[src/rtl/mcs_pkg.sv]
package mcs_pkg;
    localparam int ADDR_W = 20;              // byte address width
    localparam int LINE_B = 6;               // log2 of the cache-line size
    localparam int LINE_W = ADDR_W - LINE_B; // line index width
    localparam int NLANE  = 2;               // request lanes per cycle
    localparam int NCH    = 2;               // memory channels

    localparam logic CH_A = 1'b0;
    localparam logic CH_B = 1'b1;

    typedef enum logic {
        MODE_ILV  = 1'b0,
        MODE_ASYM = 1'b1
    } mode_e;

    typedef struct packed {
        mode_e              mode;
        logic [LINE_W-1:0]  cap_a;
        logic [LINE_W-1:0]  cap_b;
    } cfg_t;

    typedef struct packed {
        logic               chan;
        logic [ADDR_W-1:0]  addr;
        logic               we;
    } cmd_t;

    // Interleaving needs matching populations; the linear mode takes anything.
    function automatic logic cfg_ok(input cfg_t c);
        return (c.mode == MODE_ASYM) || (c.cap_a == c.cap_b);
    endfunction
endpackage

[src/rtl/mcs_decode.sv]
module mcs_decode
    import mcs_pkg::*;
(
    input  cfg_t              cfg,
    input  logic [ADDR_W-1:0] addr,
    input  logic              we,
    output cmd_t              cmd,
    output logic              bad
);
    logic [LINE_W-1:0] line;
    logic [LINE_W:0]   total;
    logic              in_a;

    assign line  = addr[ADDR_W-1:LINE_B];
    assign total = {1'b0, cfg.cap_a} + {1'b0, cfg.cap_b};
    assign in_a  = line < cfg.cap_a;
    assign bad   = !cfg_ok(cfg) || ({1'b0, line} >= total);

    always_comb begin
        cmd.we = we;
        if (cfg.mode == MODE_ILV) begin
            cmd.chan = addr[LINE_B];
            cmd.addr = {1'b0, addr[ADDR_W-1:LINE_B+1], addr[LINE_B-1:0]};
        end else begin
            cmd.chan = in_a ? CH_A : CH_B;
            cmd.addr = in_a ? addr : addr - {cfg.cap_a, {LINE_B{1'b0}}};
        end
    end
endmodule

[src/rtl/mcs_chan_out.sv]
module mcs_chan_out
    import mcs_pkg::*;
(
    input  logic              clk,
    input  logic              rst,
    input  logic              load,
    input  logic [ADDR_W-1:0] ld_addr,
    input  logic              ld_we,
    input  logic              ready,
    output logic              valid,
    output logic [ADDR_W-1:0] addr,
    output logic              we,
    output logic              free
);
    assign free = !valid || ready;

    always_ff @(posedge clk) begin
        if (rst) begin
            valid <= 1'b0;
            addr  <= '0;
            we    <= 1'b0;
        end else if (load) begin
            valid <= 1'b1;
            addr  <= ld_addr;
            we    <= ld_we;
        end else if (ready) begin
            valid <= 1'b0;
        end
    end

    // a stalled request keeps its contents
    p_hold_stable_r9: assert property (@(posedge clk) disable iff (rst)
        (valid && !ready) |=> (valid && $stable(addr) && $stable(we)));

    // the register is only reloaded once its current content is gone
    p_load_free_r11: assert property (@(posedge clk) disable iff (rst)
        load |-> (!valid || ready));
endmodule

[src/rtl/mem_chan_steer.sv]
module mem_chan_steer
    import mcs_pkg::*;
(
    input  logic              clk,
    input  logic              rst,
    input  logic              cfg_asym,
    input  logic [LINE_W-1:0] cfg_cap_a,
    input  logic [LINE_W-1:0] cfg_cap_b,
    output logic              cfg_err,
    input  logic [NLANE-1:0]  req_valid,
    input  logic [ADDR_W-1:0] req_addr0,
    input  logic [ADDR_W-1:0] req_addr1,
    input  logic [NLANE-1:0]  req_we,
    output logic              req_ready,
    output logic [NLANE-1:0]  req_err,
    output logic              a_valid,
    output logic [ADDR_W-1:0] a_addr,
    output logic              a_we,
    input  logic              a_ready,
    output logic              b_valid,
    output logic [ADDR_W-1:0] b_addr,
    output logic              b_we,
    input  logic              b_ready
);
    cfg_t              cfg_q;
    logic [ADDR_W-1:0] lane_addr [NLANE];
    cmd_t              lane_cmd  [NLANE];
    logic [NLANE-1:0]  lane_bad;
    logic [NLANE-1:0]  take;
    logic              collide;
    cmd_t              wait_q;
    logic              wait_v;
    logic              idle;

    logic [NCH-1:0]    ch_v, ch_we, ch_free, ch_rdy;
    logic [ADDR_W-1:0] ch_addr [NCH];

    assign lane_addr[0] = req_addr0;
    assign lane_addr[1] = req_addr1;
    assign ch_rdy       = {b_ready, a_ready};

    // ---------------- configuration latch ----------------
    assign idle = !wait_v && (ch_v == '0);

    always_ff @(posedge clk) begin
        if (rst) begin
            cfg_q <= '{mode: MODE_ILV, cap_a: '0, cap_b: '0};
        end else if (idle) begin
            cfg_q <= '{mode: (cfg_asym ? MODE_ASYM : MODE_ILV),
                       cap_a: cfg_cap_a, cap_b: cfg_cap_b};
        end
    end

    assign cfg_err = !cfg_ok(cfg_q);

    // ---------------- per-lane decode ----------------
    for (genvar g = 0; g < NLANE; g++) begin : g_lane
        mcs_decode u_dec (
            .cfg  (cfg_q),
            .addr (lane_addr[g]),
            .we   (req_we[g]),
            .cmd  (lane_cmd[g]),
            .bad  (lane_bad[g])
        );
        assign take[g]    = req_ready && req_valid[g] && !lane_bad[g];
        assign req_err[g] = req_ready && req_valid[g] &&  lane_bad[g];
    end

    assign req_ready = !wait_v && (&ch_free);
    assign collide   = take[0] && take[1] && (lane_cmd[0].chan == lane_cmd[1].chan);

    // ---------------- lane-1 parking slot ----------------
    always_ff @(posedge clk) begin
        if (rst) begin
            wait_v <= 1'b0;
            wait_q <= '0;
        end else if (collide) begin
            wait_v <= 1'b1;
            wait_q <= lane_cmd[1];
        end else if (wait_v && ch_free[wait_q.chan]) begin
            wait_v <= 1'b0;
        end
    end

    // ---------------- per-channel output ----------------
    for (genvar c = 0; c < NCH; c++) begin : g_ch
        logic ld;
        cmd_t ld_cmd;

        always_comb begin
            ld     = 1'b0;
            ld_cmd = lane_cmd[0];
            if (take[0] && lane_cmd[0].chan == 1'(c)) begin
                ld = 1'b1;
            end else if (take[1] && lane_cmd[1].chan == 1'(c)) begin
                ld     = 1'b1;
                ld_cmd = lane_cmd[1];
            end else if (wait_v && wait_q.chan == 1'(c) && ch_free[c]) begin
                ld     = 1'b1;
                ld_cmd = wait_q;
            end
        end

        mcs_chan_out u_out (
            .clk     (clk),
            .rst     (rst),
            .load    (ld),
            .ld_addr (ld_cmd.addr),
            .ld_we   (ld_cmd.we),
            .ready   (ch_rdy[c]),
            .valid   (ch_v[c]),
            .addr    (ch_addr[c]),
            .we      (ch_we[c]),
            .free    (ch_free[c])
        );
    end

    assign a_valid = ch_v[0];
    assign a_addr  = ch_addr[0];
    assign a_we    = ch_we[0];
    assign b_valid = ch_v[1];
    assign b_addr  = ch_addr[1];
    assign b_we    = ch_we[1];

    // configuration frozen while anything is in flight
    p_cfg_frozen_r10: assert property (@(posedge clk) disable iff (rst)
        !idle |=> $stable(cfg_q));

    // a parked lane-1 request always sits behind an occupied channel
    p_wait_behind_r8: assert property (@(posedge clk) disable iff (rst)
        wait_v |-> ch_v[wait_q.chan]);

    // a split pair appears on both channels together
    p_split_pair_r7: assert property (@(posedge clk) disable iff (rst)
        (take[0] && take[1] && lane_cmd[0].chan != lane_cmd[1].chan)
            |=> (a_valid && b_valid));
endmodule

[config.mk]
export PLATFORM = sky130hd
export DESIGN_NAME = mem_chan_steer
export DESIGN_NICKNAME = d
export VERILOG_FILES = /design/src/rtl/mcs_pkg.sv /design/src/rtl/mcs_decode.sv /design/src/rtl/mcs_chan_out.sv /design/src/rtl/mem_chan_steer.sv
export SDC_FILE = /design/constraint.sdc
export NUM_CORES = 1
export LEC_CHECK = 0
export ABC_AREA = 1
export BUFFER_PORTS_ARGS = -buffer_cell sky130_fd_sc_hd__clkbuf_2
export CORE_MARGIN = 2
export CORE_UTILIZATION = 50
export CTS_CLUSTER_DIAMETER = 120
export DETAILED_ROUTE_END_ITERATION = 6
export GPL_ROUTABILITY_DRIVEN = 0
export PLACE_DENSITY = 0.71
export SYNTH_ARGS = -nofsm -noshare
export SYNTH_HDL_FRONTEND = slang
export SYNTH_SLANG_ARGS = --single-unit
[constraint.sdc]
create_clock -name clk -period 3.36 [get_ports clk]
set_clock_uncertainty 0.2 [all_clocks]
set_input_delay 0.504 -clock clk [delete_from_list [all_inputs] [get_ports clk]]
set_output_delay 0.504 -clock clk [all_outputs]
set_load 0.005 [all_outputs]
==> flow_metrics.py, run 1 <==
metrics = {
    "drt": {
        "drc": 20,
        "postRouteAntennaNets": 0,
        "wl_um": 31400,
        "vias": 10153,
        "firstDrtPassIters": 7,
        "initialDrtViolationCount": 1186,
        "routedWlPerCell_um": 18.2,
        "drt-vias-per-instance": 5.89,
    },
    "timing": {
        "final-setup-viol-count": 69,
        "finalCritPeriodShare": 1.21,
        "finalCriticalPeriod_ns": 4.07,
        "setup_slack_ns": -0.710,
        "hold_viol": 0,
        "clock.fmax_mhz": 246,
        "worst_pin_slew_ns": 1.22,
        "slew_headroom": 0.181,
        "hold-worst-slack_ns": 0.156,
        "setup_tns_ns": -39.02,
        "rsz0062_at_grt": "yes",
        "maxSlewViolCount": 0,
    },
    "cells_and_area": {
        "area.sequential_mm2": 0.00194,
        "n_antenna_cell": 0,
        "multi_input_area_mm2": 0.00613,
        "finalNetCount": 1646,
        "drive_above_1_share": 0.312,
        "nFillCells": 1310,
        "synthToLayoutAreaGrowth_pct": 38.8,
    },
    "floorplan": {
        "start_util": 0.512,
        "fp.dieW_um": 132,
        "die_h_um": 132,
        "ioPinCount": 125,
        "rows": 46,
        "core_mm2": 0.0159,
        "dieArea_mm2": 0.0173,
    },
    "logic_synthesis": {
        "netlist_area_mm2": 0.00814,
        "yosys_register_bits": 96,
        "synth_nets": 1425,
        "synth_commonest_cells": "nand2_1 (231), nor2_1 (186), inv_1 (141)",
        "synthDistinctLibCells": 50,
        "synth_area_leader_cell": "dfxtp_1",
        "syn-instance-count": 1283,
        "synth_warnings": 0,
        "synth_top_cell_area_share": 0.236,
        "syn-mean-instance-area_um2": 6.34,
        "ys_seq_area_frac": 0.236,
        "synth_flop_cell": "dfxtp_1",
        "synth_most_common_cell": "nand2_1",
        "synthArstFlopShare": 0,
        "synth_edf_count": 0,
        "yosys-top-cells-area": "dfxtp_1 (24%), nand2_1 (11%), ha_1 (9.5%)",
    },
    "cts": {
        "htreeDepth": 3,
        "cts_tree": "done",
        "hold_buffers": 0,
        "numClockSinks": 96,
        "clock_path_buffers": 2,
        "clk_latency_ns": 0.37,
        "cts_root_buf": "clkbuf_16",
        "clk_pin_slew_ns": 0.07,
        "cts_buffers": 9,
    },
    "setup_path": {
        "critPathKind": "reg2out",
        "crit_start": "cfg_q[8]$_SDFFE_PP0P_",
        "cp.required_ns": 2.66,
        "cpPeakStageDelay_ns": 0.34,
        "r2r_cells": 24,
        "cp_max_fo": 3,
        "cp_cell_sequence": "ha_4 > inv_1 > o21bai_1 > nor2_2 > nand3_4 > a21oi_2 > o21bai_1 > nand2_1 > a21oi_2 > nor2_2 > xor2_2 > ha_1 > nand2_1 > nor2_2 > buf_4 > nand2_2 > nand3_2 > nor2_4 > a21oi_2 > buf_2",
        "end_kind": "output port",
        "cpMaxStageDelayCell": "dfxtp_2",
        "start_kind": "flip-flop",
        "cp_num_buf_inv": 3,
        "rrSetupSlack_ns": -0.68,
        "worstPathArrival_ns": 3.37,
        "r2r_end": "g_ch[0].u_out.addr[10]$_SDFFE_PP0P_",
        "timing.rr.start": "cfg_q[8]$_SDFFE_PP0P_",
        "path_depth": 20,
        "crit_family": "compound AO/OA/AOI/OAI gates",
        "endpoint": "req_err[0]",
    },
    "grt": {
        "grt.total_usage": 0.338,
        "grt_max_degree": 80,
        "grt_overflow": 0,
        "antenna_found_initial": 0,
        "grt_pass1_vias": 9281,
        "grt_pass1_wl_um": 47400,
    },
    "place": {
        "io_buffers": 124,
        "dp_hpwl_um": 20100,
    },
    "status": {
        "violations": "DRC, setup timing",
        "status": "finished with violations",
    },
    "power_and_ir_drop": {
        "clkPwrFrac": 0.197,
        "pwr-share-seq": 0.252,
        "vdd_drop_max_uv": 304,
        "switching_share": 0.436,
        "p_leak_nw": 5.46,
        "p_int_w": 0.00298,
        "p_comb_frac": 0.551,
        "powerDensity_mw_per_mm2": 467,
        "power.switching_w": 0.00230,
    },
    "flow_run": {
        "cap_viol_max_count": 0,
    },
    "min_path": {
        "holdCritPathClass": "in2reg",
    },
}
==> power by group through the flow <==
stage	Sequential (W)	Combinational (W)	Clock, W
CTS	0.00132	0.00268	0.00103
global placement	0.00134	0.00234	0
floorplan	0.00134	0.00155	0
global route	0.00134	0.00317	0.00108
finish	0.00133	0.00291	0.00104
detailed placement	0.00134	0.00238	0
==> worst min-delay path, cell delays in order <==
cell	delay [ns]
clkbuf_2	0.07
nor2_1	0.03
nor2_1	0.08
==> layout by cell type, fill, tap and decap left out, types with 8 or more instances in the layout <==
| master | instances |
|---|---|
| nand3_2 | 40 |
| nand3b_1 | 16 |
| dfxtp_1 | 82 |
| o21ai_0 | 98 |
| nand2_4 | 11 |
| a21oi_1 | 72 |
| inv_2 | 10 |
| o211ai_1 | 22 |
| o21ai_2 | 13 |
| nor2_1 | 170 |
| clkbuf_16 | 12 |
| nor3_1 | 8 |
| o21ai_1 | 13 |
| nand4_1 | 30 |
| nand3_1 | 63 |
| inv_1 | 137 |
| nand3_4 | 12 |
| buf_12 | 11 |
| buf_6 | 10 |
| a21oi_2 | 16 |
| nor2_4 | 10 |
| nand2_1 | 207 |
| nand2_2 | 23 |
| o22ai_1 | 11 |
| xnor2_1 | 10 |
| dfxtp_2 | 14 |
| xor2_1 | 13 |
| clkbuf_2 | 123 |
| nor2_2 | 11 |
| buf_4 | 108 |
| ha_1 | 55 |
==> final cells by class <==
class                   instances  share of cell area
multi-input cells             978               0.543
repair buffers                268               0.187
flip-flops and latches         96               0.172
inverters                     151              0.0503
well taps                     216              0.0239
clock buffers                  10              0.0212
clock inverters                 6             0.00365
==> through the flow <==
step / cell area (µm²) / power (W) / util / instances / setup slack, ns
final: 11300 / 0.00528 / 0.711 / 1725 / -0.710
after global routing: 11300 / 0.00560 / 0.711 / 1725 / -0.889
after CTS: 10900 / 0.00504 / 0.688 / 1724 / -0.562
after detailed placement: 9520 / 0.00371 / 0.599 / 1661 / -0.440
after global placement: 9520 / 0.00368 / 0.599 / 1661 / -0.370
after floorplan: 8160 / 0.00289 / - / 1283 / 0.000533
==> logic make-up (layout without fill, tap and decap cells) <==
| group | Yosys count | in the layout | synth area share |
|---|---|---|---|
| fa+ha+maj | 65 | 65 | 0.103 |
| xor+xnor | 25 | 25 | 0.0269 |
| compound gates | 277 | 277 | 0.191 |
| simple gates | 611 | 611 | 0.333 |
| flops | 96 | 96 | 0.236 |
| buf+inv | 209 | 435 | 0.111 |
==> sequential cells by signal, summed over array words and instances, names as in the netlist <==
register and flops:
wait_q 22, g_ch.u_out.we 2, wait_v 1, g_ch.u_out.addr 40
cfg_q 29, g_ch.u_out.valid 2
==> worst min path at each step <==
stage	startpoint	endpoint	slack (ns)	depth (start not counted)
after global placement	wait_q[19]$_SDFFE_PP0P_	wait_q[19]$_SDFFE_PP0P_	0.25	2
after global routing	cfg_cap_b[10]	cfg_q[10]$_SDFFE_PP0P_	0.18	3
final	cfg_cap_b[6]	cfg_q[6]$_SDFFE_PP0P_	0.16	3
after detailed placement	wait_q[19]$_SDFFE_PP0P_	wait_q[19]$_SDFFE_PP0P_	0.26	2
after floorplan	wait_q[10]$_SDFFE_PP0P_	wait_q[10]$_SDFFE_PP0P_	0.24	2
after CTS	cfg_cap_b[6]	cfg_q[6]$_SDFFE_PP0P_	0.16	3
==> layer usage <==
| layer | GRT usage | share of wire | routed length (µm) |
|---|---|---|---|
| met3 | 0.0598 | 0.093 | 2930 |
| met1 | 0.426 | 0.39 | 12200 |
| met2 | 0.550 | 0.46 | 14300 |
| met4 | 0.181 | 0.063 | 1980 |
| met5 | 0 | 0 | 0 |
==> what timing repair did <==
item	CTS	global route
buffers inserted	38	7
resized for setup	134	104
endpoints found under the setup margin	69	69
gates cloned	11	5
pin swaps	61	58
(Power assumes the default switching activity.)
==> run 2: changes to the inputs <==
Settings changed: PLACE_DENSITY 0.71 to 0.69, SLEW_MARGIN set to 20.
Clock period 3.36 ns to 4.4 ns, I/O delays scaled along.
==> run 2 against run 1 <==
  * The run now ends clean
  * Non-clock buffer count is 114 lower
  * Critical path depth is 1 lower
  * Setup slack better by 0.83 ns
  * Register-to-register slack better by 1.0 ns
  * Critical endpoint unchanged
==> flow_metrics.py, run 2 (synthesis results as in run 1) <==
metrics = {
    "setup_path": {
        "cp_max_fo": 4,
        "worstPathArrival_ns": 3.42,
        "r2r_cells": 22,
        "r2r_end": "g_ch[1].u_out.addr[12]$_SDFFE_PP0P_",
        "crit_family": "simple AND/OR/NAND/NOR gates",
        "start_kind": "flip-flop",
        "timing.rr.start": "cfg_q[6]$_SDFFE_PP0P_",
        "cpMaxStageDelayCell": "dfxtp_2",
        "cpPeakStageDelay_ns": 0.38,
        "end_kind": "output port",
        "cp_cell_sequence": "ha_4 > nand2_1 > nor2_2 > nand3_2 > nand3_2 > a21oi_1 > o21bai_1 > nand2_1 > a21oi_2 > nor2_1 > xor2_1 > ha_1 > nand2_1 > nor2_2 > nand4_1 > nand3_2 > nor2_4 > a21oi_2 > clkbuf_2",
        "cp.required_ns": 3.54,
        "rrSetupSlack_ns": 0.34,
        "cp_num_buf_inv": 1,
        "critPathKind": "reg2out",
    },
    "cells_and_area": {
        "largest_register_ffs": 40,
        "drive_above_1_share": 0.165,
        "stdcell_area_mm2": 0.00936,
        "fin_util": 0.589,
        "top_register": "g_ch.u_out.addr",
        "final_common_cell": "nand2_1",
        "finalNetCount": 1532,
        "n_antenna_cell": 0,
        "synthToLayoutAreaGrowth_pct": 15.0,
        "reg_top3": "g_ch.u_out.addr x40, cfg_q x29, wait_q x22",
        "final_cell_mix": "nand2_1 (230), nor2_1 (182), inv_1 (141)",
    },
    "power_and_ir_drop": {
        "pwr-share-seq": 0.288,
        "powerDensity_mw_per_mm2": 377,
        "switching_share": 0.425,
        "total_power_w": 0.00353,
        "p_comb_frac": 0.480,
        "clkPwrFrac": 0.232,
        "p_int_w": 0.00203,
        "p_leak_nw": 4.63,
        "power.switching_w": 0.00150,
        "vdd_drop_max_uv": 243,
    },
    "min_path": {
        "hp-start": "wait_q[9]$_SDFFE_PP0P_",
        "hold_end": "wait_q[9]$_SDFFE_PP0P_",
        "min_path_cells": 2,
        "holdCritPathClass": "reg2reg",
    },
    "timing": {
        "hold_viol": 0,
        "finalCritPeriodShare": 0.973,
        "maxSlewViolCount": 0,
        "final-setup-viol-count": 0,
        "setup_tns_ns": 0,
        "slew_headroom": 0.327,
        "worst_pin_slew_ns": 1.00,
        "setup_slack_ns": 0.117,
        "clock.fmax_mhz": 233,
        "finalCriticalPeriod_ns": 4.28,
    },
    "grt": {
        "antenna_found_initial": 0,
        "grt_overflow": 0,
        "grt_max_degree": 48,
        "grt_pass1_wl_um": 40900,
        "grt.total_usage": 0.292,
        "grt_pass1_vias": 8244,
    },
    "cts": {
        "cts_tree": "done",
        "htreeDepth": 3,
        "numClockSinks": 96,
        "hold_buffers": 0,
        "clock_path_buffers": 2,
        "clk_pin_slew_ns": 0.07,
        "cts_buffers": 9,
        "clk_latency_ns": 0.36,
        "cts_root_buf": "clkbuf_16",
    },
    "drt": {
        "routed.top_layer": "met4",
        "vias": 8934,
        "wl_met1_um": 11300,
        "dr_wl_met3_um": 2220,
        "wl_um": 26000,
        "initialDrtViolationCount": 657,
        "firstDrtPassIters": 5,
        "drc": 0,
        "wl_met2_um": 11800,
        "routedWlPerCell_um": 16.1,
        "postRouteAntennaNets": 0,
        "drt-vias-per-instance": 5.55,
    },
    "place": {
        "dp_hpwl_um": 19900,
        "post_dp_cell_area_mm2": 0.00888,
        "io_buffers": 124,
        "post-place-ws_ns": 0.235,
    },
    "flow_run": {
        "cap_viol_max_count": 0,
    },
    "floorplan": {
        "rows": 46,
        "core_mm2": 0.0159,
        "die_h_um": 132,
        "ioPinCount": 125,
        "fp.dieW_um": 132,
        "start_util": 0.512,
        "dieArea_mm2": 0.0173,
    },
    "status": {
        "status": "complete, no violations",
    },
}
run 2: worst max-delay path by stage:
stage                                start                          endpoint  slack, ns  depth (start not counted)
floorplan            cfg_q[2]$_SDFFE_PP0P_                        req_err[0]       0.92                         21
global placement     cfg_q[5]$_SDFFE_PP0P_  g_ch[0].u_out.valid$_SDFFE_PP0P_       0.20                         23
detailed placement  cfg_q[15]$_SDFFE_PP0P_  g_ch[0].u_out.valid$_SDFFE_PP0P_       0.23                         23
CTS                  cfg_q[6]$_SDFFE_PP0P_                        req_err[0]       0.04                         19
global route         cfg_q[4]$_SDFFE_PP0P_                        req_err[0]      -0.08                         21
finish              cfg_q[15]$_SDFFE_PP0P_                        req_err[0]       0.12                         19
run 2: final cells by class:
class | instances | area (µm²)
fill | 1656 | 6530
multi-input combinational | 978 | 5450
sequential | 96 | 1920
timing repair buffer | 154 | 846
inverter | 151 | 568
tap | 216 | 270
clock buffer | 9 | 225
clock inverter | 6 | 73.8
run 2: tightest hold or removal path, stage by stage, from the launching register on:
cell,delay (ns)
dfxtp_1,0.31
inv_1,0.07
a21oi_1,0.06
run 2: power by group through the flow:
stage / sequential [W] / clock, W / combinational, W
finish: 0.00102 / 0.000818 / 0.00169
CTS: 0.00101 / 0.000830 / 0.00162
detailed placement: 0.00103 / 0 / 0.00160
global route: 0.00103 / 0.000877 / 0.00190
floorplan: 0.00102 / 0 / 0.00118
global placement: 0.00103 / 0 / 0.00159
run 2: layer usage:
layer / up-vias / global-route usage
met5: - / 0
met4: 0 / 0.104
met3: 44 / 0.0625
met2: 345 / 0.473
met1: 4050 / 0.382
li1: 4495 / -
run 2: timing repair:
item,4_1_cts,5_1_grt
gates resized for setup,5,18
setup endpoints to repair,1,11
pin swaps,1,10
buffers inserted,0,7
run 2: metrics by stage:
stage                     hold slack [ns]  std cells
after detailed placement            0.258       1588
after CTS                           0.268       1603
after global routing                0.301       1610
final                               0.272       1610
after global placement              0.252       1588
after floorplan                     0.241       1283
==> run 3: changes to the inputs <==
Settings changed: CORE_MARGIN 2 to 4, GPL_TIMING_DRIVEN set to 1, PLACE_DENSITY 0.69 to 0.72.
==> run 3 against run 2 <==
  * Setup slack better by 0.093 ns
  * Final cell count about the same
  * Final area about the same
  * Count of clock-buffer cells in the layout unchanged
  * Die area up 6.2%
  * Global-route usage down 1.6 points
  * Fmax up 2.2%
  * Register-to-register slack better by 0.08 ns
  * Sequential share of layout area about the same
  * Critical path type unchanged
==> flow_metrics.py, run 3 (synthesis results as in run 1) <==
metrics = {
    "setup_path": {
        "cp_max_fo": 4,
        "end_kind": "output port",
        "cpPeakStageDelay_ns": 0.40,
        "crit_start": "cfg_q[14]$_SDFFE_PP0P_",
        "cp.required_ns": 3.54,
        "cp_cell_sequence": "ha_1 > inv_1 > fa_1 > inv_1 > a21oi_1 > xor2_1 > ha_1 > nand2_1 > inv_1 > nand4_1 > o211ai_1 > nand4_1 > nand3_2 > nor2_4 > a21oi_2 > clkbuf_2",
        "timing.critical_path.mode_cell": "inv_1",
        "start_kind": "flip-flop",
        "r2r_end": "g_ch[0].u_out.addr[18]$_SDFFE_PP0P_",
        "cpMaxStageDelayCell": "dfxtp_1",
        "timing.rr.start": "cfg_q[14]$_SDFFE_PP0P_",
        "worstPathArrival_ns": 3.33,
        "critPathKind": "reg2out",
        "r2r_cells": 20,
        "endpoint": "req_err[0]",
        "rrSetupSlack_ns": 0.42,
    },
    "cts": {
        "cts_tree": "done",
        "numClockSinks": 96,
        "cts_root_buf": "clkbuf_16",
        "cts_buffers": 9,
        "clk_pin_slew_ns": 0.08,
        "hold_buffers": 0,
        "clk_latency_ns": 0.37,
        "htreeDepth": 3,
        "clock_path_buffers": 2,
    },
    "floorplan": {
        "start_util": 0.510,
        "ioPinCount": 125,
        "die_h_um": 136,
        "rows": 46,
        "fp.dieW_um": 136,
        "core_mm2": 0.0159,
        "dieArea_mm2": 0.0184,
    },
    "timing": {
        "final-setup-viol-count": 0,
        "slew_headroom": 0.463,
        "hold_viol": 0,
        "finalCritPeriodShare": 0.952,
        "finalCriticalPeriod_ns": 4.19,
        "worst_pin_slew_ns": 0.805,
        "maxSlewViolCount": 0,
        "clock.fmax_mhz": 239,
    },
    "min_path": {
        "holdCritPathClass": "reg2reg",
    },
    "cells_and_area": {
        "n_antenna_cell": 0,
        "layoutNonFillerInstCount": 1609,
        "drive_above_1_share": 0.162,
        "final_common_cell": "nand2_1",
        "top_register": "g_ch.u_out.addr",
        "largest_register_ffs": 40,
        "fin_util": 0.587,
        "finalNetCount": 1531,
        "synthToLayoutAreaGrowth_pct": 15.0,
        "stdcell_area_mm2": 0.00936,
        "final_cell_mix": "nand2_1 (231), nor2_1 (184), inv_1 (141)",
        "reg_top3": "g_ch.u_out.addr x40, cfg_q x29, wait_q x22",
    },
    "power_and_ir_drop": {
        "vdd_drop_max_uv": 287,
        "clkPwrFrac": 0.238,
        "p_comb_frac": 0.476,
        "p_leak_nw": 4.63,
        "pwr-share-seq": 0.285,
        "power.switching_w": 0.00154,
        "powerDensity_mw_per_mm2": 382,
        "p_int_w": 0.00203,
        "switching_share": 0.432,
    },
    "status": {
        "status": "complete, no violations",
    },
    "grt": {
        "grt_pass1_vias": 7929,
        "antenna_found_initial": 0,
        "grt_max_degree": 55,
        "grt_overflow": 0,
        "grt_pass1_wl_um": 40200,
        "grt.total_usage": 0.276,
    },
    "drt": {
        "routedWlPerCell_um": 16.2,
        "vias": 8986,
        "wl_um": 26100,
        "initialDrtViolationCount": 859,
        "firstDrtPassIters": 6,
        "postRouteAntennaNets": 0,
        "drc": 0,
        "drt-vias-per-instance": 5.58,
    },
    "flow_run": {
        "cap_viol_max_count": 0,
    },
    "place": {
        "io_buffers": 124,
        "dp_hpwl_um": 19800,
        "placed_cells": 1586,
        "post_dp_cell_area_mm2": 0.00888,
    },
}
run 3: changes by cell type in the layout (fill, tap and decap cells not counted), sizes merged:
cell,previous run,this run
clkinvlp,0,2
inv,151,149
buf,30,29
run 3: timing repair:
| action | 4_1_cts | 5_1_grt |
|---|---|---|
| gates resized for setup | 0 | 19 |
| setup buffers | 0 | 8 |
| setup endpoints to repair | 0 | 11 |
run 3: metrics by stage:
stage	total power (W)	worst slack (ns)	TNS (ns)	hold slack, ns
after global routing	0.00381	-0.0875	-0.0875	0.286
after detailed placement	0.00264	0.454	0	0.253
final	0.00357	0.210	0	0.267
after floorplan	0.00220	0.924	0	0.241
after global placement	0.00261	0.470	0	0.252
after CTS	0.00348	0.0602	0	0.264
run 3: worst min-delay path by stage:
stage	start	depth (start not counted)	end	slack [ns]
final	wait_q[9]$_SDFFE_PP0P_	2	wait_q[9]$_SDFFE_PP0P_	0.27
after CTS	wait_q[10]$_SDFFE_PP0P_	2	wait_q[10]$_SDFFE_PP0P_	0.26
after floorplan	wait_q[10]$_SDFFE_PP0P_	2	wait_q[10]$_SDFFE_PP0P_	0.24
after detailed placement	wait_q[10]$_SDFFE_PP0P_	2	wait_q[10]$_SDFFE_PP0P_	0.25
after global placement	wait_q[10]$_SDFFE_PP0P_	2	wait_q[10]$_SDFFE_PP0P_	0.25
after global routing	wait_q[9]$_SDFFE_PP0P_	2	wait_q[9]$_SDFFE_PP0P_	0.29
run 3: power groups by stage:
stage / combinational (W) / sequential [W] / clock [W]
after floorplan: 0.00118 / 0.00102 / 0
after global placement: 0.00159 / 0.00102 / 0
after detailed placement: 0.00161 / 0.00103 / 0
after CTS: 0.00162 / 0.00101 / 0.000851
after global routing: 0.00190 / 0.00103 / 0.000891
final: 0.00170 / 0.00102 / 0.000851
run 3: final cells by class:
type / count / area, µm²
clock inverters: 6 / 78.8
multi-input cells: 978 / 5440
clock buffers: 9 / 225
flip-flops and latches: 96 / 1920
fillers: 1589 / 6590
inverters: 151 / 568
repair buffers: 153 / 851
well taps: 216 / 270
run 3: routing by layer:
layer | global-route usage | wire [µm] | up-vias
met4 | 0.0952 | 846 | 0
met1 | 0.387 | 11700 | 4088
met3 | 0.0475 | 2150 | 47
met5 | 0 | 0 | -
met2 | 0.427 | 11400 | 362
li1 | - | - | 4489
run 3: worst max-delay path: cells and delay by family, from the launching register on:
| kind | cells | cell delay [ns] |
|---|---|---|
| AOI/OAI and AO/OA | 3 | 0.40 |
| xor gates and xnor gates | 1 | 0.17 |
| adders and majority gates | 3 | 1.01 |
| buffers and inverters | 4 | 0.41 |
| DFF | 1 | 0.40 |
| and+or+nand+nor | 5 | 0.55 |
